File: src/rtl/stamp_line_pkg.sv
package stamp_line_pkg;
  typedef enum logic [1:0] {ST_IDLE, ST_SEND, ST_DRAIN} fmt_state_e;

  localparam logic [7:0] DEC_HI   = 8'h30;
  localparam logic [7:0] ASCII_CR = 8'h0D;

  function automatic logic [7:0] hex_char(input logic [3:0] n);
    return (n < 4'd10) ? (8'h30 + {4'h0, n}) : (8'h37 + {4'h0, n});
  endfunction
endpackage

File: src/rtl/stl_baud_gen.sv
module stl_baud_gen #(
  parameter int CPB = 1042
) (
  input  logic clk_i,
  input  logic rst_ni,
  input  logic run_i,
  output logic tick_o
);
  localparam int CW = (CPB > 1) ? $clog2(CPB) : 1;
  localparam logic [CW-1:0] LAST = CW'(CPB - 1);

  logic [CW-1:0] cnt_q;

  // counter held at zero while idle so every frame starts on a full bit
  always_ff @(posedge clk_i or negedge rst_ni) begin
    if (!rst_ni)            cnt_q <= '0;
    else if (!run_i)        cnt_q <= '0;
    else if (cnt_q == LAST) cnt_q <= '0;
    else                    cnt_q <= cnt_q + 1'b1;
  end

  assign tick_o = run_i && (cnt_q == LAST);
endmodule

File: src/rtl/stl_uart_tx.sv
module stl_uart_tx (
  input  logic       clk_i,
  input  logic       rst_ni,
  input  logic       tick_i,
  input  logic       load_i,
  input  logic [7:0] byte_i,
  output logic       busy_o,
  output logic       txd_o
);
  logic [9:0] sh_q;
  logic [3:0] left_q;
  logic       busy_q;

  always_ff @(posedge clk_i or negedge rst_ni) begin
    if (!rst_ni) begin
      sh_q   <= '1;
      left_q <= '0;
      busy_q <= 1'b0;
    end else if (!busy_q) begin
      if (load_i) begin
        sh_q   <= {1'b1, byte_i, 1'b0};
        left_q <= 4'd10;
        busy_q <= 1'b1;
      end
    end else if (tick_i) begin
      sh_q   <= {1'b1, sh_q[9:1]};
      left_q <= left_q - 1'b1;
      if (left_q == 4'd1) busy_q <= 1'b0;
    end
  end

  assign busy_o = busy_q;
  assign txd_o  = busy_q ? sh_q[0] : 1'b1;
endmodule

File: src/rtl/stl_char_sel.sv
module stl_char_sel
  import stamp_line_pkg::*;
#(
  parameter int TS_DIGITS = 7,
  parameter int MASK_W    = 32,
  parameter int IDX_W     = 4,
  parameter int USED_W    = 4 * TS_DIGITS + MASK_W,
  parameter int LINE_LEN  = TS_DIGITS + MASK_W / 4 + 1
) (
  input  logic [USED_W-1:0] rec_i,
  input  logic [IDX_W-1:0]  idx_i,
  output logic [7:0]        char_o
);
  localparam int HEX_N = MASK_W / 4;

  logic [7:0] chars [LINE_LEN];

  for (genvar g = 0; g < TS_DIGITS; g++) begin : g_dec
    assign chars[g] = DEC_HI | {4'h0, rec_i[MASK_W + 4*(TS_DIGITS-1-g) +: 4]};
  end

  for (genvar h = 0; h < HEX_N; h++) begin : g_hex
    assign chars[TS_DIGITS + h] = hex_char(rec_i[4*(HEX_N-1-h) +: 4]);
  end

  assign chars[LINE_LEN-1] = ASCII_CR;
  assign char_o = chars[idx_i];
endmodule

File: src/rtl/stamp_line_tx.sv
module stamp_line_tx
  import stamp_line_pkg::*;
#(
  parameter int CLK_HZ    = 10_000_000,
  parameter int BAUD      = 9600,
  parameter int TS_DIGITS = 7,
  parameter int MASK_W    = 32,
  parameter int REC_W     = 64
) (
  input  logic             clk_i,
  input  logic             rst_ni,
  input  logic             fifo_empty_i,
  input  logic [REC_W-1:0] fifo_data_i,
  output logic             fifo_rd_o,
  output logic             txd_o
);
  localparam int CPB      = (CLK_HZ + BAUD / 2) / BAUD;
  localparam int LINE_LEN = TS_DIGITS + MASK_W / 4 + 1;
  localparam int IDX_W    = $clog2(LINE_LEN);
  localparam int USED_W   = 4 * TS_DIGITS + MASK_W;
  localparam logic [IDX_W-1:0] LAST_IDX = IDX_W'(LINE_LEN - 1);

  fmt_state_e        state_q;
  logic [IDX_W-1:0]  idx_q;
  logic [USED_W-1:0] rec_q;
  logic              tx_busy, bit_tick, st_idle, load;
  logic [7:0]        cur_char;

  if (REC_W > USED_W) begin : g_spare
    logic unused_hi;
    assign unused_hi = ^fifo_data_i[REC_W-1:USED_W];
  end

  assign st_idle   = (state_q == ST_IDLE);
  assign fifo_rd_o = st_idle && !fifo_empty_i;
  assign load      = (state_q == ST_SEND) && !tx_busy;

  always_ff @(posedge clk_i or negedge rst_ni) begin
    if (!rst_ni) begin
      state_q <= ST_IDLE;
      idx_q   <= '0;
      rec_q   <= '0;
    end else begin
      unique case (state_q)
        ST_IDLE: if (fifo_rd_o) begin
          rec_q   <= fifo_data_i[USED_W-1:0];
          idx_q   <= '0;
          state_q <= ST_SEND;
        end
        ST_SEND: if (load) begin
          if (idx_q == LAST_IDX) begin
            idx_q   <= '0;
            state_q <= ST_DRAIN;
          end else begin
            idx_q <= idx_q + 1'b1;
          end
        end
        // wait for the carriage return stop bit before the next pop
        ST_DRAIN: if (!tx_busy) state_q <= ST_IDLE;
        default:  state_q <= ST_IDLE;
      endcase
    end
  end

  stl_char_sel #(
    .TS_DIGITS(TS_DIGITS),
    .MASK_W   (MASK_W),
    .IDX_W    (IDX_W),
    .USED_W   (USED_W),
    .LINE_LEN (LINE_LEN)
  ) u_char (
    .rec_i (rec_q),
    .idx_i (idx_q),
    .char_o(cur_char)
  );

  stl_baud_gen #(.CPB(CPB)) u_baud (
    .clk_i (clk_i),
    .rst_ni(rst_ni),
    .run_i (tx_busy),
    .tick_o(bit_tick)
  );

  stl_uart_tx u_tx (
    .clk_i (clk_i),
    .rst_ni(rst_ni),
    .tick_i(bit_tick),
    .load_i(load),
    .byte_i(cur_char),
    .busy_o(tx_busy),
    .txd_o (txd_o)
  );
endmodule

File: config.mk
export PLATFORM = sky130hd
export DESIGN_NAME = stamp_line_tx
export DESIGN_NICKNAME = d
export VERILOG_FILES = /design/src/rtl/stamp_line_pkg.sv /design/src/rtl/stl_baud_gen.sv /design/src/rtl/stl_uart_tx.sv /design/src/rtl/stl_char_sel.sv /design/src/rtl/stamp_line_tx.sv
export SDC_FILE = /design/constraint.sdc
export NUM_CORES = 1
export LEC_CHECK = 0
export ABC_AREA = 1
export BUFFER_PORTS_ARGS = -buffer_cell sky130_fd_sc_hd__buf_2
export CORE_ASPECT_RATIO = 0.9
export CORE_MARGIN = 5
export CORE_UTILIZATION = 40
export DETAILED_ROUTE_END_ITERATION = 10
export GPL_TIMING_DRIVEN = 0
export PLACE_DENSITY_LB_ADDON = 0.25
export SLEW_MARGIN = 15
export SYNTH_ARGS = -nofsm -noshare
export SYNTH_HDL_FRONTEND = slang
export SYNTH_SLANG_ARGS = --single-unit
File: constraint.sdc
create_clock -name clk_i -period 2 [get_ports clk_i]
set_input_delay 0.1 -clock clk_i [delete_from_list [all_inputs] [get_ports clk_i]]
set_output_delay 0.1 -clock clk_i [all_outputs]
set_load 0.005 [all_outputs]
==> impl_results.md, run 1 <==
* Compound-cell area share of the yosys netlist at 0.135
* Port Buffers at 64
* CTS H-tree lvls at 3
* Combined flip-flop and latch cell area at 2290 um^2
* Crit path DAT at between 2000 and 2500 ps
* Vias per Instance at 4.90
* CTS tree: yes
* Antenna Violating Nets Remaining at 0
* Global-route usage over all layers at 0.202
* Synth Area in Simple Gates at 0.289
* Part of the power in the clock network at 0.187
* Multiplexer share of the synthesized area at 0
* Endpoint class of the critical path: flip-flop
* Library cells used by synthesis at 37
* Fillers at 1195
* Slew Limit Fails at 0
* Antenna violations before repair at 0
* Maximum VDD drop at between 0.0007 and 0.0008 V
* RD Place Congestion at about 0.9
* Clock Skew at 3.58 ps
* Register area share after synthesis at 0.452
* NetSw at 0.00371 W
* Final min period at 1800 ps
* Hold Crit Class: input pin to flip-flop
* Total core area at 12500 um^2
* Ant diodes at 0
* GRT overflow at 0
* PD cells at 1320 nW/um^2
* Post-synthesis adder-cell area fraction at 0.0321
* Uppermost layer routed: met4
* Io pins at 69
* DRC Markers at 0
* Routed vias at 4894
* Post-synthesis xor/xnor area fraction at 0.00865
* Clock buffer depth at 2
* Final setup viols at 0
* First-pass GRT wire length at ~24000 um
* Endpoints failing hold at 0
* Layout Nets at 909
* Final period util at 0.901
* Die Width at 129 um
* Met2 Wirelength at 6220 um
* Worst slew pin tran at between 500 and 600 ps
* Post-DP HPWL at 10000 um
* Final cell count without fillers at ~1000
* Hold Slack at between 100 and 150 ps
* 1st-iter DRT viols at 421
* Flops & latches, synth at 91
* CTS Buf Count at 9
* Seq pwr share at 0.372
* CTS Root Cell: clkbuf_16
* DRT met1 WL at approximately 6800 um
* CP startpoint kind: flip-flop
* Syn_nets at 770
* Unrepaired setup endpoints after global routing: no
* Area of the multi-input gates at 2360 um^2
* Largest family of logic cells by synthesized area: simple AND/OR/NAND/NOR gates
* Status: complete, no violations
* Int Pwr at 0.00490 W
* Routed wl met3 at 773 um
* Clk Latency, worst-skew pair at 350 ps
* R2R Setup Slk at about 200 ps
* Mapped Area at roughly 5100 um^2
* Crit path max fanout at 10
* Avg Cell Area, Syn at 7.33 um^2
* Initial Utilization at 0.404
* Warning count from the yosys run at 0
* Largest net degree at the start of global routing at 53
* Final WL at 14100 um
* Vias in the first global route at 4829
* Total of max-cap violations at 0
* Pre-Repair DR Iteration Count at 5
* Site Rows at 39
* Share of cells above drive strength 1 at 0.155
* Leakage power at 3.21 nW
* Switching share of power at 0.431
* Syn Inst Count at 690
* Placed cell count at about 920
* Max Freq at ~0.55 GHz
* Clock sink total at 91
* CP Class: flip-flop to flip-flop
* Area grow syn2layout at 28.9%
* Comb power frac at 0.441
* DR WL/cell at about 14 um
* Die height at approximately 120 um
* Final Cell Area at 6520 um^2
* Reg clk slew, reported paths at approximately 60 ps
* Worst Path Required at around 2300 ps
* Relative slew margins at 0.618
* Tot Pwr at 0.00862 W
* Die area at 15000 um^2
* Area after DPL at 5620 um^2
## power by group through the flow
stage / logic [W] / clock network (W) / registers [W]
final: 0.00380 / 0.00161 / 0.00321
after global routing: 0.00440 / 0.00172 / 0.00332
after detailed placement: 0.00365 / 0 / 0.00321
after CTS: 0.00377 / 0.00165 / 0.00320
after global placement: 0.00353 / 0 / 0.00320
after floorplan: 0.00271 / 0 / 0.00305
## flip-flops by register name (all words and copies together) (netlist names)
register / cells
idx_q: 4
rec_q: 60
state_q: 2
u_baud.cnt_q: 11
u_tx.busy_o: 1
u_tx.left_q: 4
u_tx.sh_q: 9
## cells in the final DEF (no fill, tap or decap), drive strengths merged
cell	instances
nor2	51
nand3	55
or2	5
a22oi	2
o211ai	3
clkinv	5
nor4	2
ha	13
nor3	7
o21ai	79
xor2	4
a41oi	1
nor3b	2
nand4	3
o22ai	4
buf	83
inv	76
a21oi	34
a31oi	1
dlygate4sd3	61
nand2	226
xnor2	1
dfstp	9
dfrtp	82
clkbuf	21
a311oi	1
o21a	3
## per-stage QoR
stage	setup TNS (ps)	util	setup WS [ps]
after floorplan	0	-	521
after global placement	-1680	0.445	-30.1
after detailed placement	0	0.448	118
after CTS	0	0.519	35.1
after global routing	0	0.520	56.4
final	0	0.520	198
## final timing paths
path / from / end / cells after the start
max: idx_q[0]$_DFFE_PN0P_ / u_tx.sh_q[2]$_DFFE_PN1P_ / 9
min: fifo_empty_i / state_q[1]$_DFFE_PN0P_ / 4
max reg2reg: idx_q[0]$_DFFE_PN0P_ / u_tx.sh_q[2]$_DFFE_PN1P_ / 9
min reg2reg: rec_q[40]$_DFFE_PN0P_ / rec_q[40]$_DFFE_PN0P_ / 2
max in group asynchronous: rst_ni / u_tx.sh_q[0]$_DFFE_PN1P_ / 3
min in group asynchronous: rst_ni / rec_q[32]$_DFFE_PN0P_ / 2
## repair_timing
item                                    4_1_cts  5_1_grt
setup buffers                                 0        2
resized for setup                             2        0
endpoints found under the setup margin        1        1
pin swaps                                     0        1
hold buffers                                 61        0
endpoints found under the hold margin        99        0
## cells by family (layout without fill, tap and decap cells)
kind of cell,Yosys count,in the layout
XOR/XNOR,5,5
AO/OA/AOI/OAI,128,128
AND/OR/NAND/NOR,351,351
flip-flops,91,91
buffers and inverters,102,246
adder cells (fa/ha/maj),13,13
## layer usage
metal | global-route usage | vias to the layer above
met5 | 0 | -
met4 | 0.0588 | 0
met3 | 0.0503 | 20
met2 | 0.318 | 139
met1 | 0.277 | 2238
li1 | - | 2497
## layout make-up
| type | count | share of cell area |
|---|---|---|
| inverter | 76 | 0.0437 |
| buffer | 26 | 0.0213 |
| clock inverter | 5 | 0.00441 |
| multi-input combinational | 497 | 0.361 |
| clock buffer | 11 | 0.0372 |
| tap | 164 | 0.0315 |
| sequential | 91 | 0.351 |
| timing repair buffer | 128 | 0.150 |
## critical path, cell delays in order (launching register included)
cell and delay (ps):
dfrtp_1 430, clkbuf_1 480, a21oi_1 80, o21ai_0 140
nand3_1 150, nand3_1 120, nand3_1 100, nand3_1 120
nand2_1 60, nand2_1 60
## cell usage after synthesis, drive strengths merged
| cell | count | area (um^2) |
|---|---|---|
| nand2 | 226 | 853 |
| dfrtp | 82 | 2050 |
| o21ai | 79 | 399 |
| inv | 76 | 285 |
| nand3 | 55 | 275 |
| nor2 | 51 | 209 |
| a21oi | 34 | 170 |
| buf | 16 | 98.9 |
| ha | 13 | 163 |
| clkbuf | 10 | 37.5 |
| dfstp | 9 | 236 |
| nor3 | 7 | 40.0 |
| or2 | 5 | 31.3 |
| o22ai | 4 | 25.0 |
| xor2 | 4 | 35.0 |
| nand4 | 3 | 18.8 |
| o211ai | 3 | 22.5 |
| o21a | 3 | 22.5 |
| a22oi | 2 | 20.0 |
| nor3b | 2 | 15.0 |
| nor4 | 2 | 18.8 |
| a311oi | 1 | 8.76 |
| a31oi | 1 | 6.26 |
| a41oi | 1 | 8.76 |
| xnor2 | 1 | 8.76 |
No activity file was read; power rests on OpenSTA's default activity.
==> inputs of run 2 (changes only) <==
- BUFFER_PORTS_ARGS: -buffer_cell sky130_fd_sc_hd__buf_2 -> -buffer_cell sky130_fd_sc_hd__buf_4
- CELL_PAD_IN_SITES_DETAIL_PLACEMENT: unset -> 1
- CELL_PAD_IN_SITES_GLOBAL_PLACEMENT: unset -> 1
==> run 2 against run 1 <==
Effect of this change: total power up 5.3%; core utilization up 1.4 points; clock skew up 1.4 ps; critical endpoint is now u_tx.sh_q[1]$_DFFE_PN1P_; sequential share of layout area down 0.95 points; largest power group unchanged; critical path type unchanged; routed wire length up 15%; die area unchanged; global-route usage up 2.7 points.
==> impl_results.md, run 2 (synthesis gave the netlist of run 1 again) <==
* Status: complete, no violations (unchanged)
* Reg clk slew, reported paths at 60 ps (about the same)
* CTS tree: yes (unchanged)
* Number of flip-flops under the largest register name at 60 (unchanged)
* PD cells at 1350 nW/um^2 (was 1320 nW/um^2)
* Crit path DAT at 2120 ps (was 2100 ps)
* Total of max-cap violations at 0 (unchanged)
* DRC Markers at 0 (unchanged)
* CTS H-tree lvls at 3 (unchanged)
* Worst Path Required at 2290 ps (was 2300 ps)
* Worst slew pin tran at 850 ps (was 573 ps)
* Global-route usage over all layers at 0.228 (was 0.202)
* GRT overflow at 0 (unchanged)
* Total core area at 12500 um^2 (unchanged)
* Relative slew margins at 0.434 (was 0.618)
* Hold Crit Class: input pin to flip-flop (unchanged)
* CTS Root Cell: clkbuf_16 (unchanged)
* Share of cells above drive strength 1 at 0.155 (about the same)
* Initial Utilization at 0.404 (unchanged)
* Setup_tns at 0 ps (unchanged)
* Io pins at 69 (unchanged)
* Crit path max fanout at 10 (unchanged)
* Post-DP HPWL at 11300 um (was 10000 um)
* Area after DPL at 5750 um^2 (was 5620 um^2)
* Most frequent cells in the layout: nand2_1, dfrtp_1, o21ai_0 (unchanged)
* Ant diodes at 0 (unchanged)
* Antenna Violating Nets Remaining at 0 (unchanged)
* Antenna violations before repair at 0 (unchanged)
* Area grow syn2layout at 32.4% (was 28.9%)
* Die Width at 129 um (unchanged)
* Die area at 15000 um^2 (unchanged)
* Final Cell Area at 6700 um^2 (was 6520 um^2)
* First-pass GRT wire length at 27200 um (was 23700 um)
* Largest Register: rec_q (unchanged)
* WHS Path Cells at 4 (unchanged)
* Vias in the first global route at 5460 (was 4829)
* Pre-Repair DR Iteration Count at 5 (unchanged)
* CP startpoint kind: flip-flop (unchanged)
* Commonest non-fill, non-tap cell in the layout: nand2_1 (unchanged)
* Clock buffer depth at 2 (unchanged)
* Clock Skew at 4.96 ps (was 3.58 ps)
* Endpoint class of the critical path: flip-flop (unchanged)
* Clock sink total at 91 (unchanged)
* Largest net degree at the start of global routing at 92 (was 53)
* CTS Buf Count at 9 (unchanged)
* Port Buffers at 64 (unchanged)
* 1st-iter DRT viols at 269 (was 421)
* Final setup viols at 0 (unchanged)
* Clk Latency, worst-skew pair at 350 ps (about the same)
* Leakage power at 3.26 nW (was 3.21 nW)
* Site Rows at 39 (unchanged)
* Layout Nets at 908 (was 909)
* Endpoints failing hold at 0 (unchanged)
* Routed vias at 5054 (was 4894)
* Vias per Instance at 5.07 (was 4.90)
* Slew Limit Fails at 0 (unchanged)
* Maximum VDD drop at 0.000720 V (was 0.000712 V)
* CP Class: flip-flop to flip-flop (unchanged)
* Final period util at 0.914 (was 0.901)
* Final min period at 1830 ps (was 1800 ps)
* Unrepaired setup endpoints after global routing: no (unchanged)
* Worst r2r path cells at 10 (was 9)
* Final WL at 16200 um (was 14100 um)
* DR WL/cell at 16.3 um (was 14.1 um)
* Die height at 117 um (unchanged)
* RD Place Congestion at 0.887 (was 0.897)
* Top Registers: rec_q: 60 flops, u_baud.cnt_q: 11 flops, u_tx.sh_q: 9 flops (unchanged)
* Max Freq at 0.547 GHz (was 0.555 GHz)
run 2: what timing repair did:
item | CTS | global route
hold buffers | 60 | 1
resized for setup | 2 | 2
pin swaps | 0 | 1
endpoints found under the hold margin | 60 | 82
endpoints found under the setup margin | 1 | 3
buffers inserted | 0 | 2
run 2: worst paths after layout:
check                                    startpoint                         end  slack (ps)
max                            idx_q[0]$_DFFE_PN0P_    u_tx.sh_q[1]$_DFFE_PN1P_         170
min                                    fifo_empty_i      state_q[1]$_DFFE_PN0P_         120
max reg2reg                    idx_q[0]$_DFFE_PN0P_    u_tx.sh_q[1]$_DFFE_PN1P_         170
min reg2reg                u_tx.sh_q[2]$_DFFE_PN1P_    u_tx.sh_q[2]$_DFFE_PN1P_         470
max in group asynchronous                    rst_ni  u_tx.left_q[0]$_DFFE_PN0P_        1030
min in group asynchronous                    rst_ni       rec_q[15]$_DFFE_PN0P_         410
run 2: through the flow:
stage / utilization / total power, W / cells / worst slack [ps] / hold WS (ps)
after floorplan: - / 0.00576 / 690 / 521 / -196
after global placement: 0.458 / 0.00682 / 918 / 144 / 302
after detailed placement: 0.458 / 0.00707 / 918 / 97.0 / 307
after CTS: 0.531 / 0.00906 / 994 / 35.5 / 45.4
after global routing: 0.534 / 0.00983 / 997 / 54.4 / 134
final: 0.534 / 0.00907 / 997 / 171 / 122
run 2: area by class of cell:
class / count / area, um^2
Fill cell: 1532 / 5840
Tap cell: 164 / 205
Timing Repair Buffer: 127 / 1110
Buffer: 26 / 139
Sequential cell: 91 / 2290
Clock inverter: 5 / 77.6
Inverter: 76 / 285
Multi-Input combinational cell: 497 / 2360
Clock buffer: 11 / 233
run 2: layer usage:
layer | vias to the layer above | routed length, um | GRT usage
met5 | - | 0 | 0
met1 | 2442 | 7270 | 0.298
met2 | 100 | 7920 | 0.388
li1 | 2490 | - | -
met3 | 22 | 734 | 0.0370
met4 | 0 | 290 | 0.0756
run 2: power breakdown:
part / leakage (nW) / switching, W / internal, W
Clock: 0.150 / 0.000733 / 0.00109
Sequential: 1.11 / 0.000606 / 0.00264
Combinational: 2.01 / 0.00257 / 0.00143
Total: 3.26 / 0.00390 / 0.00517
run 2: critical path, stage by stage, from the launching register on:
cell,delay [ps]
dfrtp_1,440
buf_2,290
buf_2,310
nand3_1,140
nand3_1,90
nand3_1,100
nand2_1,100
nand2_1,60
nand2_1,100
nand2_1,60
nand2_1,60
==> inputs of run 3 (changes only) <==
- ABC_AREA: 1 -> 0
- REMOVE_ABC_BUFFERS: unset -> 1
==> run 3 against run 2 <==
Effect of this change: core utilization is 1.9 points higher; via count fell by 15%; design area rose by 0.19%; flip-flop and latch count is the same; final cell count fell by 21%; critical path type unchanged.
==> impl_results.md, run 3 <==
* Clock sink total at 91 (unchanged)
* CP startpoint kind: flip-flop (unchanged)
* GRT overflow at 0 (unchanged)
* Avg Cell Area, Syn at 10.2 um^2 (was 7.33 um^2)
* Final period util at 0.992 (was 0.914)
* CTS tree: yes (unchanged)
* Worst slew pin tran at 907 ps (was 850 ps)
* Clock Skew at 13.5 ps (was 4.96 ps)
* Site Rows at 38 (was 39)
* First-pass GRT wire length at 24300 um (was 27200 um)
* Area grow syn2layout at 34.5% (was 32.4%)
* Count leader, synth: dfrtp_1 (was nand2_1)
* Worst Path Required at 2280 ps (was 2290 ps)
* Endpoints failing hold at 0 (unchanged)
* Clock buffer depth at 2 (unchanged)
* Largest area contributor in the netlist: dfrtp_1 (unchanged)
* Warning count from the yosys run at 0 (unchanged)
* Number of flip-flops under the largest register name at 60 (unchanged)
* CP Class: flip-flop to flip-flop (unchanged)
* Total of max-cap violations at 0 (unchanged)
* Port Buffers at 64 (unchanged)
* 1st-iter DRT viols at 196 (was 269)
* Post-synth EDFFs at 0 (unchanged)
* CTS Root Cell: clkbuf_16 (unchanged)
* Final Cell Area at 6720 um^2 (was 6700 um^2)
* Flops & latches, synth at 91 (unchanged)
* Total core area at 12100 um^2 (was 12500 um^2)
* Slew Limit Fails at 0 (unchanged)
* R2R Setup Slk at 20 ps (was 170 ps)
* Library cells used by synthesis at 57 (was 37)
* Routed vias at 4274 (was 5054)
* Endpoint class of the critical path: flip-flop (unchanged)
* DRC Markers at 0 (unchanged)
* PD cells at 635 nW/um^2 (was 1350 nW/um^2)
* Most frequent cells after synthesis: dfrtp_1, nand2_1, o21ai_0 (was nand2_1, dfrtp_1, o21ai_0)
* Status: complete, no violations (unchanged)
* Die area at 14800 um^2 (was 15000 um^2)
* Setup_tns at 0 ps (unchanged)
* Maximum VDD drop at 0.000407 V (was 0.000720 V)
* Die height at 116 um (was 117 um)
* Reg clk slew, reported paths at 70 ps (was 60 ps)
* DR WL/cell at 18.9 um (was 16.3 um)
* Max Freq at 0.504 GHz (was 0.547 GHz)
* Antenna Violating Nets Remaining at 0 (unchanged)
* Io pins at 69 (unchanged)
* Relative slew margins at 0.391 (was 0.434)
* Area after DPL at 5640 um^2 (was 5750 um^2)
* Most frequent cells in the layout: dfrtp_1, buf_4, dlygate4sd3_1 (was nand2_1, dfrtp_1, o21ai_0)
* Crit path DAT at 2270 ps (was 2120 ps)
* Layout Nets at 703 (was 908)
* Final min period at 1980 ps (was 1830 ps)
* Leakage power at 2.95 nW (was 3.26 nW)
* Initial Utilization at 0.412 (was 0.404)
* Largest Register: rec_q (unchanged)
* Final setup viols at 0 (unchanged)
* Combined flip-flop and latch cell area at 2290 um^2 (about the same)
* Vias per Instance at 5.42 (was 5.07)
* Clk Latency, worst-skew pair at 360 ps (was 350 ps)
* Hold Crit Class: input pin to flip-flop (unchanged)
* Syn Inst Count at 490 (was 690)
* Ys flop type: dfrtp_1 (unchanged)
* Crit path max fanout at 3 (was 10)
* Vias in the first global route at 4656 (was 5460)
* CTS H-tree lvls at 3 (unchanged)
* Register area share after synthesis at 0.458 (was 0.452)
* Area of the multi-input gates at 2540 um^2 (was 2360 um^2)
* Unrepaired setup endpoints after global routing: yes (was no)
* Antenna violations before repair at 0 (unchanged)
* Ant diodes at 0 (unchanged)
* Mapped Area at 4990 um^2 (was 5060 um^2)
* Post-DP HPWL at 9070 um (was 11300 um)
* Pre-Repair DR Iteration Count at 4 (was 5)
* RD Place Congestion at 0.811 (was 0.887)
* Fraction of registers with async set/reset at 1.00 (unchanged)
* Top Registers: rec_q: 60 flops, u_baud.cnt_q: 11 flops, u_tx.sh_q: 9 flops (unchanged)
* Top post-synthesis cells by area: dfrtp_1, mux2_2, o21ai_0 (was dfrtp_1, nand2_1, o21ai_0)
* Global-route usage over all layers at 0.208 (was 0.228)
* CTS Buf Count at 9 (unchanged)
* Fillers at 1312 (was 1532)
* Final WL at 14900 um (was 16200 um)
* Share of cells above drive strength 1 at 0.288 (was 0.155)
* Synth top area share at 0.411 (was 0.405)
* Die Width at 128 um (was 129 um)
* Largest net degree at the start of global routing at 92 (unchanged)
==> run 3: changes by cell type after synthesis, sizes merged, moves of 12 or more <==
cell / delta
nand2: -173
inv: -49
mux2: +44
nand3: -43
o21ai: -30
nor2: -21
nor2b: +12
==> run 3: power breakdown <==
group          internal (W)  switching, W
clock network       0.00101      0.000774
registers           0.00192     0.0000711
logic              0.000287      0.000197
==> run 3: worst paths after layout <==
check                                    startpoint                   endpoint  cells past startpoint
max                           rec_q[25]$_DFFE_PN0P_   u_tx.sh_q[3]$_DFFE_PN1P_                      7
min                                    fifo_empty_i     state_q[0]$_DFFE_PN0P_                      3
max reg2reg                   rec_q[25]$_DFFE_PN0P_   u_tx.sh_q[3]$_DFFE_PN1P_                      7
min reg2reg                u_tx.sh_q[0]$_DFFE_PN1P_   u_tx.sh_q[0]$_DFFE_PN1P_                      2
max in group asynchronous                    rst_ni       idx_q[0]$_DFFE_PN0P_                      2
min in group asynchronous                    rst_ni  u_baud.cnt_q[4]$_DFF_PN0_                      2
==> run 3: through the flow <==
step | hold slack [ps] | power (W) | utilization | worst slack [ps] | std cells
floorplan | -196 | 0.00218 | - | -3760 | 468
global placement | 305 | 0.00236 | 0.459 | -5980 | 692
detailed placement | 312 | 0.00238 | 0.465 | -334 | 700
CTS | 36.8 | 0.00428 | 0.543 | 1.14 | 778
global route | 133 | 0.00445 | 0.554 | -75.0 | 788
finish | 115 | 0.00427 | 0.554 | 16.7 | 788
==> run 3: layer usage <==
| metal | GRT usage | vias to the layer above | share of wire |
|---|---|---|---|
| li1 | - | 2034 | - |
| met3 | 0.0382 | 27 | 0.038 |
| met5 | 0 | - | 0 |
| met1 | 0.255 | 2120 | 0.43 |
| met2 | 0.376 | 93 | 0.51 |
| met4 | 0.0601 | 0 | 0.021 |
==> run 3: worst max-delay path, cell delays in order (launching register included) <==
cell and delay, ps:
dfrtp_1 400, inv_1 150, ha_4 170, and4b_1 180, a21oi_1 40, mux4_2 510
a221oi_2 290, a2bb2oi_1 170
==> run 3: cells by family (layout without fill, tap and decap cells) <==
kind of cell             Yosys count  in the layout  synth area share
XOR/XNOR                          17             17            0.0298
adder cells (fa/ha/maj)           13             13            0.0326
AO/OA/AOI/OAI                    117            117             0.145
AND/OR/NAND/NOR                  142            142             0.142
buffers and inverters             50            188            0.0436
flip-flops                        91             91             0.458
multiplexers                      60             60             0.149
==> run 3: layout make-up <==
cell class | instances | share of cell area
Clock buffer | 10 | 0.0356
Clock inverter | 6 | 0.0108
Inverter | 28 | 0.0158
Multi-Input combinational cell | 349 | 0.379
Sequential cell | 91 | 0.342
Tap cell | 160 | 0.0298
Timing Repair Buffer | 144 | 0.187
==> run 3: repair_timing <==
item,CTS,global route
hold buffers,60,1
buffers inserted,2,9
gates cloned,0,0
pin swaps,2,2
endpoints found under the hold margin,60,82
gates resized for setup,6,14
endpoints found under the setup margin,23,17
